`src/rtl/dfe_agc_pkg.sv`:
```
package dfe_agc_pkg;
   // mantissa precision of the exponential table (fixed by the table below)
   localparam int MANT_FB    = 10;
   localparam int MANT_IDX_W = 4;
   typedef logic [MANT_FB:0] mant_t;

   // round(1024 * 2^(k/16)) for one octave
   function automatic mant_t mant_of(input logic [MANT_IDX_W-1:0] k);
      case (k)
         4'd0:    return 11'd1024;
         4'd1:    return 11'd1069;
         4'd2:    return 11'd1117;
         4'd3:    return 11'd1166;
         4'd4:    return 11'd1218;
         4'd5:    return 11'd1272;
         4'd6:    return 11'd1328;
         4'd7:    return 11'd1387;
         4'd8:    return 11'd1448;
         4'd9:    return 11'd1512;
         4'd10:   return 11'd1579;
         4'd11:   return 11'd1649;
         4'd12:   return 11'd1722;
         4'd13:   return 11'd1798;
         4'd14:   return 11'd1878;
         default: return 11'd1961;
      endcase
   endfunction
endpackage

```
`src/rtl/agc_err_gen.sv`:
```
module agc_err_gen #(
   parameter  int DW  = 12,
   parameter  int REF = 512,
   localparam int UW  = DW + 3
) (
   input  logic [DW-1:0] feq,
   input  logic [DW-1:0] fb,
   input  logic          dec_now,
   input  logic          dec_prev,
   output logic          upd,
   output logic [UW-1:0] loop_in
);
   localparam logic [DW+1:0] REF_V = (DW+2)'(REF);

   logic [DW:0]   slc;
   logic [DW+1:0] tgt;
   logic [DW+1:0] amp_err;

   always_comb begin
      slc     = {feq[DW-1], feq} + {fb[DW-1], fb};
      tgt     = dec_now ? REF_V : -REF_V;
      amp_err = tgt - {slc[DW], slc};
      // direction from the forward equalizer sign, not from the decision
      loop_in = feq[DW-1] ? -{amp_err[DW+1], amp_err} : {amp_err[DW+1], amp_err};
      upd     = dec_now ^ dec_prev;
   end
endmodule

```
`src/rtl/agc_loop_filter.sv`:
```
module agc_loop_filter #(
   parameter int UW      = 15,
   parameter int AW      = 15,
   parameter int SHW     = 3,
   parameter int ACC_MIN = -12288,
   parameter int ACC_MAX = 12287
) (
   input  logic           clk,
   input  logic           rst,
   input  logic           en,
   input  logic [SHW-1:0] shamt,
   input  logic [UW-1:0]  loop_in,
   output logic [AW-1:0]  acc
);
   localparam int SW = ((AW > UW) ? AW : UW) + 1;
   localparam logic signed [SW-1:0] LIM_HI = SW'(ACC_MAX);
   localparam logic signed [SW-1:0] LIM_LO = SW'(ACC_MIN);

   logic [AW-1:0]          acc_q;
   logic [AW-1:0]          acc_nx;
   logic signed [UW-1:0]   scaled;
   logic signed [SW-1:0]   sum;

   always_comb begin
      scaled = $signed(loop_in) >>> shamt;
      sum    = $signed({{(SW-AW){acc_q[AW-1]}}, acc_q})
             + $signed({{(SW-UW){scaled[UW-1]}}, scaled});
      if (sum > LIM_HI)      acc_nx = LIM_HI[AW-1:0];
      else if (sum < LIM_LO) acc_nx = LIM_LO[AW-1:0];
      else                   acc_nx = sum[AW-1:0];
   end

   always_ff @(posedge clk) begin
      if (rst)     acc_q <= '0;
      else if (en) acc_q <= acc_nx;
   end

   assign acc = acc_q;
endmodule

```
`src/rtl/agc_exp_gain.sv`:
```
module agc_exp_gain import dfe_agc_pkg::*; #(
   parameter int AW  = 15,
   parameter int LFB = 12,
   parameter int LO  = 3,
   parameter int HI  = 3,
   parameter int GW  = 16
) (
   input  logic [AW-1:0] acc,
   output logic [GW-1:0] gain
);
   localparam int SAW = $clog2(LO + HI);

   logic signed [AW-1:0]   ipart;
   logic [SAW-1:0]         sa;
   logic [MANT_IDX_W-1:0]  idx;

   always_comb begin
      ipart = $signed(acc) >>> LFB;
      sa    = SAW'(ipart + AW'(LO));
      idx   = MANT_IDX_W'(acc >> (LFB - MANT_IDX_W));
      gain  = {{(GW-MANT_FB-1){1'b0}}, mant_of(idx)} << sa;
   end
endmodule

```
`src/rtl/dfe_agc_loop.sv`:
```
module dfe_agc_loop import dfe_agc_pkg::*; #(
   parameter  int DW     = 12,
   parameter  int REF    = 512,
   parameter  int LFB    = 12,
   parameter  int LOG_LO = 3,
   parameter  int LOG_HI = 3,
   parameter  int SHW    = 3,
   localparam int GW     = MANT_FB + LOG_LO + LOG_HI
) (
   input  logic           clk,
   input  logic           rst,
   input  logic           freeze,
   input  logic [SHW-1:0] loop_shift,
   input  logic [DW-1:0]  samp_in,
   input  logic [DW-1:0]  feq_in,
   input  logic [DW-1:0]  fb_in,
   input  logic           dec_now,
   input  logic           dec_prev,
   output logic [DW-1:0]  samp_out,
   output logic [GW-1:0]  gain_word
);
   localparam int UW      = DW + 3;
   localparam int MX      = (LOG_LO > LOG_HI) ? LOG_LO : LOG_HI;
   localparam int AW      = LFB + $clog2(MX) + 1;
   localparam int ACC_MIN = -(LOG_LO << LFB);
   localparam int ACC_MAX = (LOG_HI << LFB) - 1;
   localparam int GFB     = MANT_FB + LOG_LO;
   localparam int PW      = DW + GW + 1;

   if (LFB < MANT_IDX_W) begin : g_bad_lfb
      $error("LFB must cover the mantissa index");
   end
   if (LOG_LO < 1 || LOG_HI < 1) begin : g_bad_range
      $error("log gain range must span both sides of unity");
   end
   if (REF >= (1 << (DW - 1))) begin : g_bad_ref
      $error("REF must fit the sample width");
   end

   logic          upd;
   logic [UW-1:0] loop_in;
   logic [AW-1:0] acc;

   agc_err_gen #(.DW(DW), .REF(REF)) u_err (
      .feq(feq_in), .fb(fb_in), .dec_now(dec_now), .dec_prev(dec_prev),
      .upd(upd), .loop_in(loop_in)
   );

   agc_loop_filter #(.UW(UW), .AW(AW), .SHW(SHW),
                     .ACC_MIN(ACC_MIN), .ACC_MAX(ACC_MAX)) u_filt (
      .clk(clk), .rst(rst), .en(upd & ~freeze), .shamt(loop_shift),
      .loop_in(loop_in), .acc(acc)
   );

   agc_exp_gain #(.AW(AW), .LFB(LFB), .LO(LOG_LO), .HI(LOG_HI), .GW(GW)) u_exp (
      .acc(acc), .gain(gain_word)
   );

   // sample scaling and saturation
   logic [PW-1:0]        prod;
   logic signed [PW-1:0] shifted;
   logic [DW-1:0]        sat_val;

   always_comb begin
      prod    = {{(PW-DW){samp_in[DW-1]}}, samp_in} * {{(PW-GW){1'b0}}, gain_word};
      shifted = $signed(prod) >>> GFB;
      if (shifted[PW-1:DW-1] != '0 && shifted[PW-1:DW-1] != '1)
         sat_val = shifted[PW-1] ? {1'b1, {(DW-1){1'b0}}} : {1'b0, {(DW-1){1'b1}}};
      else
         sat_val = shifted[DW-1:0];
   end

   always_ff @(posedge clk) begin
      if (rst) samp_out <= '0;
      else     samp_out <= sat_val;
   end
endmodule


```
`config.mk`:
```
export PLATFORM = sky130hd
export DESIGN_NAME = dfe_agc_loop
export DESIGN_NICKNAME = d
export VERILOG_FILES = /design/src/rtl/dfe_agc_pkg.sv /design/src/rtl/agc_err_gen.sv /design/src/rtl/agc_loop_filter.sv /design/src/rtl/agc_exp_gain.sv /design/src/rtl/dfe_agc_loop.sv
export SDC_FILE = /design/constraint.sdc
export NUM_CORES = 1
export LEC_CHECK = 0
export ABC_AREA = 1
export BUFFER_PORTS_ARGS = -buffer_cell sky130_fd_sc_hd__buf_2
export CAP_MARGIN = 20
export CORE_ASPECT_RATIO = 0.7
export CORE_MARGIN = 5
export CORE_UTILIZATION = 45
export DETAILED_ROUTE_END_ITERATION = 16
export GPL_TIMING_DRIVEN = 0
export PLACE_DENSITY = 0.65
export RECOVER_POWER = 100
export SLEW_MARGIN = 0
export SYNTH_ARGS = -nofsm -noshare
export SYNTH_HDL_FRONTEND = slang
export SYNTH_SLANG_ARGS = --single-unit
```
`constraint.sdc`:
```
create_clock -name clk -period 7.9 [get_ports clk]
set_input_delay 1.58 -clock clk [delete_from_list [all_inputs] [get_ports clk]]
set_output_delay 1.58 -clock clk [all_outputs]
set_load 0.02 [all_outputs]
```
==> results of run 1 <==
cell families after synthesis:
logic type,count (synthesis),synth area share
buf+inv,340,0.121
mux,3,0.00281
fa+ha+maj,261,0.404
flops,37,0.0692
compound gates,177,0.0946
simple gates,715,0.276
xor+xnor,39,0.0326
what timing repair did:
item                                    CTS  global route
resized for setup                         0            46
buffers inserted                          0             9
endpoints found under the setup margin    0            20
hold buffers                              0             0
layout make-up:
| class | count | area share |
|---|---|---|
| Sequential cell | 37 | 0.0629 |
| Tap cell | 318 | 0.0338 |
| Multi-Input combinational cell | 1195 | 0.745 |
| Buffer | 37 | 0.0141 |
| Clock inverter | 3 | 0.00181 |
| Clock buffer | 5 | 0.0106 |
| Inverter | 303 | 0.0986 |
| Timing Repair Buffer | 76 | 0.0330 |
cell usage in the layout, fill, tap and decap left out, types with 4 or more instances in the layout:
master	Yosys	final
nand2_1	449	448
inv_1	283	284
fa_1	141	141
ha_1	120	117
nor2_1	119	112
nand3_1	93	93
a21oi_1	79	76
buf_2	4	58
o21ai_0	47	45
dfxtp_1	37	37
clkbuf_1	28	34
xor2_1	21	21
xnor2_1	17	17
nand2_2	15	16
o21ai_1	14	15
nor3_1	13	13
buf_4	3	11
inv_2	7	8
o21bai_1	7	7
nor2_2	2	7
clkbuf_2	0	7
clkinvlp_4	0	7
nand3_2	7	6
o211ai_1	6	6
nand4_1	5	5
clkbuf_16	0	5
clkinv_1	13	4
a21oi_4	3	4
a21oi_2	2	4
o21ai_2	4	4
a31oi_1	4	4
synthesized netlist by cell type (13+ instances only):
library cell  instances  share of area
clkbuf_1             28         0.0098
nor3_1               13         0.0061
xor2_1               21          0.017
inv_1               283          0.099
dfxtp_1              37          0.069
nor2_1              119          0.042
nand2_2              15         0.0088
fa_1                141           0.26
ha_1                120           0.14
nand3_1              93          0.043
o21ai_1              14         0.0065
a21oi_1              79          0.037
nand2_1             449           0.16
clkinv_1             13         0.0046
o21ai_0              47          0.022
xnor2_1              17          0.014
worst min path at each step:
| stage | endpoint | slack [ns] | cells after the start |
|---|---|---|---|
| 6_report | u_filt.acc[0]$_SDFFE_PP0P_ | 0.48 | 2 |
| 5_1_grt | u_filt.acc[0]$_SDFFE_PP0P_ | 0.52 | 2 |
| 4_1_cts | u_filt.acc[0]$_SDFFE_PP0P_ | 0.48 | 2 |
| 3_5_place_dp | u_filt.acc[0]$_SDFFE_PP0P_ | 0.47 | 2 |
| 3_3_place_gp | u_filt.acc[0]$_SDFFE_PP0P_ | 0.46 | 2 |
| 2_1_floorplan | u_filt.acc[0]$_SDFFE_PP0P_ | 0.45 | 2 |
layer usage:
layer | track usage | routed length [µm] | vias to the layer above
met5 | 0 | 0 | -
met2 | 0.295 | 11300 | 232
met4 | 0.0178 | 165 | 0
met1 | 0.332 | 14900 | 4635
met3 | 0.0481 | 1960 | 16
li1 | - | - | 5023
worst register-to-register path, delay by kind of cell, from the launching register on:
kind	cells	cell delay [ns]
xor+xnor	1	0.14
fa+ha+maj	7	3.16
simple gates	13	1.69
flops	1	0.49
compound gates	2	0.40
buf+inv	10	1.35
metrics by stage:
stage | cells | setup TNS [ns]
global placement | 1957 | -0.643
CTS | 1965 | 0
floorplan | 1572 | 0
finish | 1974 | 0
detailed placement | 1957 | -1.07
global route | 1974 | -0.0488
==> impl_results.md, run 1 <==
* Outcome: completed
* P&R area growth vs syn at 9.97%
* # fillers at 2423
* Chip height at 139 µm
* Initial drt markers at 717
* IO Port Bufs at 67
* Critical path buffer and inverter count at 5
* Pre-CTS WS at -0.202 ns
* H-Tree Depth at 2
* Cell Area, Synth at 10700 µm²
* DRT antenna net count at 0
* Critical Path End Type: flip-flop
* I/O Pins at 72
* Hold_ws at 0.482 ns
* CP startpoint: feq_in[0]
* Share of cells above drive strength 1 at 0.0930
* Critical Path AT at 7.65 ns
* Stages on the worst setup path at 44
* Req. time, crit path at 8.09 ns
* Global-route wire length before repair at 46800 µm
* Fmax at 134 MHz
* Max Cap Viol at 0
* Multi-input gate area at 8770 µm²
* Worst hold path class: reg -> reg
* Antenna cells at 0
* Vias at 9906
* Number of synthesized flops with an enable pin at 0
* R2r endpoint: samp_out[6]$_SDFF_PP0_
* Seq cells post-synth at 37
* Worst-Margin Slew at 0.654 ns
* Starting density of the core at 0.455
* FF-to-FF Start: u_filt.acc[12]$_SDFFE_PP0P_
* Critical Path Start Type: input port
* Slew Viols, Final at 0
* Syn_area_per_cell at 6.81 µm²
* Root buffer cell: clkbuf_16
* Die area at 27000 µm²
* DRC at 0
* CTS tree: yes
* Final period util at 0.945
* Clock latency on the worst-skew pair at 0.30 ns
* Clock buffer depth at 2
* Number of buffers created by CTS at 5
* Largest net degree at the start of global routing at 14
* Slack of the worst reg-to-reg path at 0.53 ns
* Worst stage delay on the critical path at 0.40 ns
* Most Frequent Cell on Critical Path: nand2_1
* Core ar. at 23500 µm²
* Nets at 1960
* Row count at 47
* Fin. Hold Viols at 0
* Synth Flop Type: dfxtp_1
* Global route overflow at 0
* Post-Syn Instances at 1572
* Post-DP HPWL at 24300 µm
* Fraction of registers with async set or reset after synthesis at 0
* GP Congestion at 0.926
* Initial antenna violation count at 0
* Tmin final at 7.46 ns
* Final WS setup at 0.436 ns
* Setup CP Type: in -> reg
* Cell family with most CP delay: simple AND/OR/NAND/NOR gates
* Distinct cells, synth at 47
* Chip Width at 194 µm
* Clk pin slew, worst setup/hold paths at 0.07 ns
* Slowest stage cell, crit path: fa_1
* YS warnings at 0
* Critical path fanouts, max at 8
* Sequential-to-total area share from yosys stat at 0.0692
* Post-Route WL at 28300 µm
* Final instance area at 11800 µm²
* Drt first pass iters at 5
* Syn_nets at 1877
* Clock Sinks at 37
* Register area at 741 µm²
* Dpl cell area at 11400 µm²
* Final setup viols at 0
* Number of cells on the worst reg-to-reg path at 33
* Clock Skew at 0.00940 ns
* Vias in the first global route at 9236
* Vias per cell at 5.02
* Worst slew margin at 0.564
* Hold Crit Start: u_filt.acc[0]$_SDFFE_PP0P_
* Total GRT Usage at 0.208
* Core Util, Final at 0.500
* Routed WL per cell at 14.3 µm
Power of run 1 is not shown: default switching activity piles up to over one toggle a cycle in this logic, so the estimate is an artifact.
==> inputs of run 2 (changes only) <==
clock period = 8.6 ns   (was 7.9 ns; I/O delays follow)
==> impl_results.md, run 2 (synthesized netlist as in run 1, its figures left out) <==
* Outcome: completed
* Vias at 9892
* Number of cells on the worst reg-to-reg path at 33
* CP startpoint: feq_in[0]
* Post-CTS sizing at 0
* Post-DP HPWL at 24300 µm
* Setup CP Type: in -> reg
* Global-route wire length before repair at 46800 µm
* Nets at 1951
* Hold_buf cts at 0
* Clock Sinks at 37
* Antenna cells at 0
* Vias per cell at 5.03
* Total GRT Usage at 0.208
* Clk pin slew, worst setup/hold paths at 0.07 ns
* Critical Path End Type: flip-flop
* Fin. Hold Viols at 0
* Clock buffer depth at 2
* Share of cells above drive strength 1 at 0.0583
* Post-Route WL at 28100 µm
* Commonest non-fill, non-tap cell in the layout: nand2_1
* Row count at 47
* Critical Path Start Type: input port
* Clock Skew at 0.00899 ns
* Tmin final at 8.08 ns
* Stages on the worst setup path at 42
* Root buffer cell: clkbuf_16
* TNS Setup at 0 ns
* Global route overflow at 0
* P&R area growth vs syn at 7.84%
* Chip height at 139 µm
* Initial antenna violation count at 0
* Vias in the first global route at 9236
* Number of buffers created by CTS at 5
* Slew Viols, Final at 0
* Metal-1 WL at 14700 µm
* Critical path fanouts, max at 10
* Die area at 27000 µm²
* Wire length on met3 at 2040 µm
* Slowest stage cell, crit path: fa_1
* Starting density of the core at 0.455
* IO Port Bufs at 67
* Chip Width at 194 µm
* Cell family with most CP delay: simple AND/OR/NAND/NOR gates
* H-Tree Depth at 2
* Worst hold path class: reg -> reg
* Highest Signal Layer: met4
* Initial drt markers at 803
* Largest net degree at the start of global routing at 14
* FF-to-FF Start: u_filt.acc[12]$_SDFFE_PP0P_
* Worst-Margin Slew at 1.14 ns
* Critical path buffer and inverter count at 5
* Final setup viols at 0
* RSZ-0062 raised after global routing: no
* Postcts setup bufs at 0
* CTS tree: yes
* Critical Path AT at 8.27 ns
* Metal2 WL at 11200 µm
* Slack of the worst reg-to-reg path at 0.82 ns
* Worst stage delay on the critical path at 0.40 ns
* Fmax at 124 MHz
* I/O Pins at 72
* DRC at 0
* Clock latency on the worst-skew pair at 0.30 ns
* R2r endpoint: samp_out[6]$_SDFF_PP0_
* # fillers at 2467
* Final period util at 0.940
* Max Cap Viol at 0
* Drt first pass iters at 5
* Commonest non-fill, non-tap cells in the layout: 449 x nand2_1, 285 x inv_1, 141 x fa_1
* Worst slew margin at 0.237
* Req. time, crit path at 8.78 ns
* Most Frequent Cell on Critical Path: nand2_1
* GP Congestion at 0.926
* Routed WL per cell at 14.3 µm
* DRT antenna net count at 0
* Core ar. at 23500 µm²
run 2: per-layer routing:
metal	vias to the layer above	track usage
met5	-	0
met2	252	0.295
met3	20	0.0481
met1	4616	0.332
li1	5004	-
met4	0	0.0178
run 2: cell type report:
class | instances | area, µm² | share of cell area
multi-input combinational | 1195 | 8660 | 0.751
timing repair buffer | 67 | 300 | 0.0260
buffer | 37 | 155 | 0.0134
clock inverter | 3 | 21.3 | 0.00184
sequential | 37 | 741 | 0.0642
tap | 318 | 398 | 0.0345
clock buffer | 5 | 125 | 0.0108
inverter | 303 | 1140 | 0.0985
run 2: worst reg2reg max path: cells and delay by family, from the launching register on:
| kind | cells | cell delay (ns) |
|---|---|---|
| buf+inv | 9 | 1.61 |
| compound gates | 3 | 0.65 |
| flops | 1 | 0.48 |
| simple gates | 13 | 1.58 |
| xor+xnor | 1 | 0.14 |
| fa+ha+maj | 7 | 3.23 |
run 2: worst min path at each step:
stage	slack, ns	startpoint	to	cells after the start
after floorplan	0.45	u_filt.acc[0]$_SDFFE_PP0P_	u_filt.acc[0]$_SDFFE_PP0P_	2
after global placement	0.46	u_filt.acc[0]$_SDFFE_PP0P_	u_filt.acc[0]$_SDFFE_PP0P_	2
after detailed placement	0.47	u_filt.acc[0]$_SDFFE_PP0P_	u_filt.acc[0]$_SDFFE_PP0P_	2
after CTS	0.48	u_filt.acc[0]$_SDFFE_PP0P_	u_filt.acc[0]$_SDFFE_PP0P_	2
after global routing	0.52	u_filt.acc[0]$_SDFFE_PP0P_	u_filt.acc[0]$_SDFFE_PP0P_	2
final	0.48	u_filt.acc[0]$_SDFFE_PP0P_	u_filt.acc[0]$_SDFFE_PP0P_	2
run 2: metrics by stage:
stage	setup slack (ns)	cell area [µm²]	hold WS, ns	util	std cells
after global placement	0.411	11400	0.463	0.486	1957
after global routing	0.00750	11500	0.517	0.491	1965
after floorplan	1.58	10700	0.450	-	1572
after detailed placement	0.358	11400	0.469	0.486	1957
final	0.516	11500	0.481	0.491	1965
after CTS	0.628	11600	0.479	0.492	1965
Power of run 2 is left out for the same reason.
==> inputs of run 3 (changes only) <==
SYNTH_HIERARCHICAL = 1   (was default)
clock period = 9.8 ns   (was 8.6 ns; I/O delays follow)
==> impl_results.md, run 3 <==
* Outcome: completed
* Largest net degree at the start of global routing at 16
* Share of cells above drive strength 1 at 0.0914
* Top cells by count, synth: 539 x nand2_1, 375 x inv_1, 141 x fa_1, 128 x nand3_1, 119 x ha_1
* Number of buffers created by CTS at 3
* Clock Sinks at 27
* Multi-input gate area at 9180 µm²
* Critical Path End Type: flip-flop
* Post-CTS sizing at 0
* Synth area leader: fa_1
* Routed WL per cell at 14.5 µm
* Syn_area_per_cell at 6.59 µm²
* Seq cells post-synth at 27
* Chip height at 144 µm
* Worst-Margin Slew at 0.820 ns
* Core ar. at 25500 µm²
* Fmax at 124 MHz
* Most common cell in the synthesized netlist: nand2_1
* R2r endpoint: samp_out[8]$_SDFF_PP0_
* Commonest non-fill, non-tap cell in the layout: nand2_1
* Yosys top cell area share at 0.244
* Postcts setup bufs at 0
* TNS Setup at 0 ns
* DRT antenna net count at 0
* Post-Route WL at 31100 µm
* Post-DP HPWL at 26900 µm
* RSZ-0062 raised after global routing: no
* # fillers at 2716
* Die area at 29000 µm²
* Nets at 2122
* Vias in the first global route at 9979
* YS warnings at 6
* Synth Flop Type: dfxtp_1
* P&R area growth vs syn at 5.68%
* Worst stage delay on the critical path at 0.60 ns
* Slack of the worst reg-to-reg path at 1.74 ns
* Hold-critical path endpoint: u_filt/acc[0]$_SDFFE_PP0P_
* Fraction of registers with async set or reset after synthesis at 0
* Critical path fanouts, max at 10
* Most Frequent Cell on Critical Path: inv_1
* Number of cells on the worst reg-to-reg path at 34
* Row count at 49
* Distinct cells, synth at 51
* Worst slew margin at 0.453
* I/O Pins at 72
* Root buffer cell: clkbuf_16
* Setup CP Type: reg -> reg
* Max reg flops at 15
* CTS tree: yes
* Hold Crit Start: u_filt/acc[0]$_SDFFE_PP0P_
* Clock latency on the worst-skew pair at 0.28 ns
* Hold_buf cts at 0
* Antenna cells at 0
* Sequential-to-total area share from yosys stat at 0.0468
* Register area at 541 µm²
* Slowest stage cell, crit path: clkbuf_1
* Hold depth at 2
* Global route overflow at 0
* Clk pin slew, worst setup/hold paths at 0.08 ns
* FF-to-FF Start: u_filt/acc[12]$_SDFFE_PP0P_
* Clock buffer depth at 2
* Req. time, crit path at 10.00 ns
* Critical Path Start Type: flip-flop
* Commonest non-fill, non-tap cells in the layout: 543 x nand2_1, 375 x inv_1, 141 x fa_1
* Synth area leaders: fa_1 24%, nand2_1 18%, ha_1 13%
* Critical Path AT at 8.26 ns
* Max Cap Viol at 0
* Drt first pass iters at 5
* Worst hold path class: reg -> reg
* Cell Area, Synth at 11600 µm²
* Vias per cell at 5.00
* IO Port Bufs at 60
* Chip Width at 202 µm
* DRC at 0
* Initial antenna violation count at 1
* Global-route wire length before repair at 50200 µm
* Syn_nets at 2057
* H-Tree Depth at 1
* Number of synthesized flops with an enable pin at 0
* Final period util at 0.822
* Fin. Hold Viols at 0
* Tmin final at 8.06 ns
* Starting density of the core at 0.453
* Clock Skew at 0.0138 ns
* GP Congestion at 0.951
* Total GRT Usage at 0.213
* Post-Syn Instances at 1753
* Initial drt markers at 713
* Slew Viols, Final at 0
* Vias at 10700
* Final setup viols at 0
[run 3: final cells by class]
cell class / instances / area share
clock buffers: 3 / 0.00615
clock inverters: 1 / 0.000410
flip-flops and latches: 27 / 0.0442
plain buffers: 59 / 0.0222
repair buffers: 60 / 0.0218
multi-input cells: 1280 / 0.752
inverters: 387 / 0.120
well taps: 331 / 0.0339
[run 3: critical path: cells and delay by family (launching register included)]
| kind | cells | cell delay (ns) |
|---|---|---|
| adder cells (fa/ha/maj) | 7 | 3.22 |
| flip-flops | 1 | 0.50 |
| buffers and inverters | 13 | 2.22 |
| AO/OA/AOI/OAI | 4 | 0.75 |
| AND/OR/NAND/NOR | 10 | 1.29 |
[run 3: logic make-up after synthesis]
group / count (synthesis) / synth area share
AND/OR/NAND/NOR: 854 / 0.327
AO/OA/AOI/OAI: 121 / 0.0635
XOR/XNOR: 35 / 0.0272
adder cells (fa/ha/maj): 260 / 0.373
buffers and inverters: 446 / 0.153
multiplexers: 10 / 0.00866
flip-flops: 27 / 0.0468
[run 3: metrics by stage]
step                setup WS, ns  instance area, µm²  hold slack (ns)  utilization  instances
floorplan                   2.90               11600            0.444            -       1753
global placement            1.95               12300            0.464        0.481       2144
detailed placement          1.97               12300            0.466        0.481       2144
CTS                         2.25               12400            0.479        0.484       2148
global route                1.10               12200            0.496        0.479       2148
finish                      1.74               12200            0.478        0.479       2148
[run 3: worst max path at each step]
stage | endpoint | slack (ns) | cells after the start | startpoint
5_1_grt | samp_out[8]$_SDFF_PP0_ | 1.10 | 34 | u_filt/acc[12]$_SDFFE_PP0P_
3_5_place_dp | samp_out[5]$_SDFF_PP0_ | 1.97 | 25 | samp_in[8]
4_1_cts | samp_out[5]$_SDFF_PP0_ | 2.25 | 25 | samp_in[8]
2_1_floorplan | samp_out[0]$_SDFF_PP0_ | 2.90 | 25 | samp_in[8]
6_report | samp_out[8]$_SDFF_PP0_ | 1.74 | 34 | u_filt/acc[12]$_SDFFE_PP0P_
3_3_place_gp | samp_out[10]$_SDFF_PP0_ | 1.95 | 25 | samp_in[8]
[run 3: per-layer routing]
metal	vias to the layer above	wire length [µm]	GRT usage
met5	-	13	0
met4	2	182	0.0244
met3	15	2270	0.0401
met2	285	13100	0.322
met1	5038	15600	0.325
li1	5407	-	-
Power of run 3 is left out for the same reason.
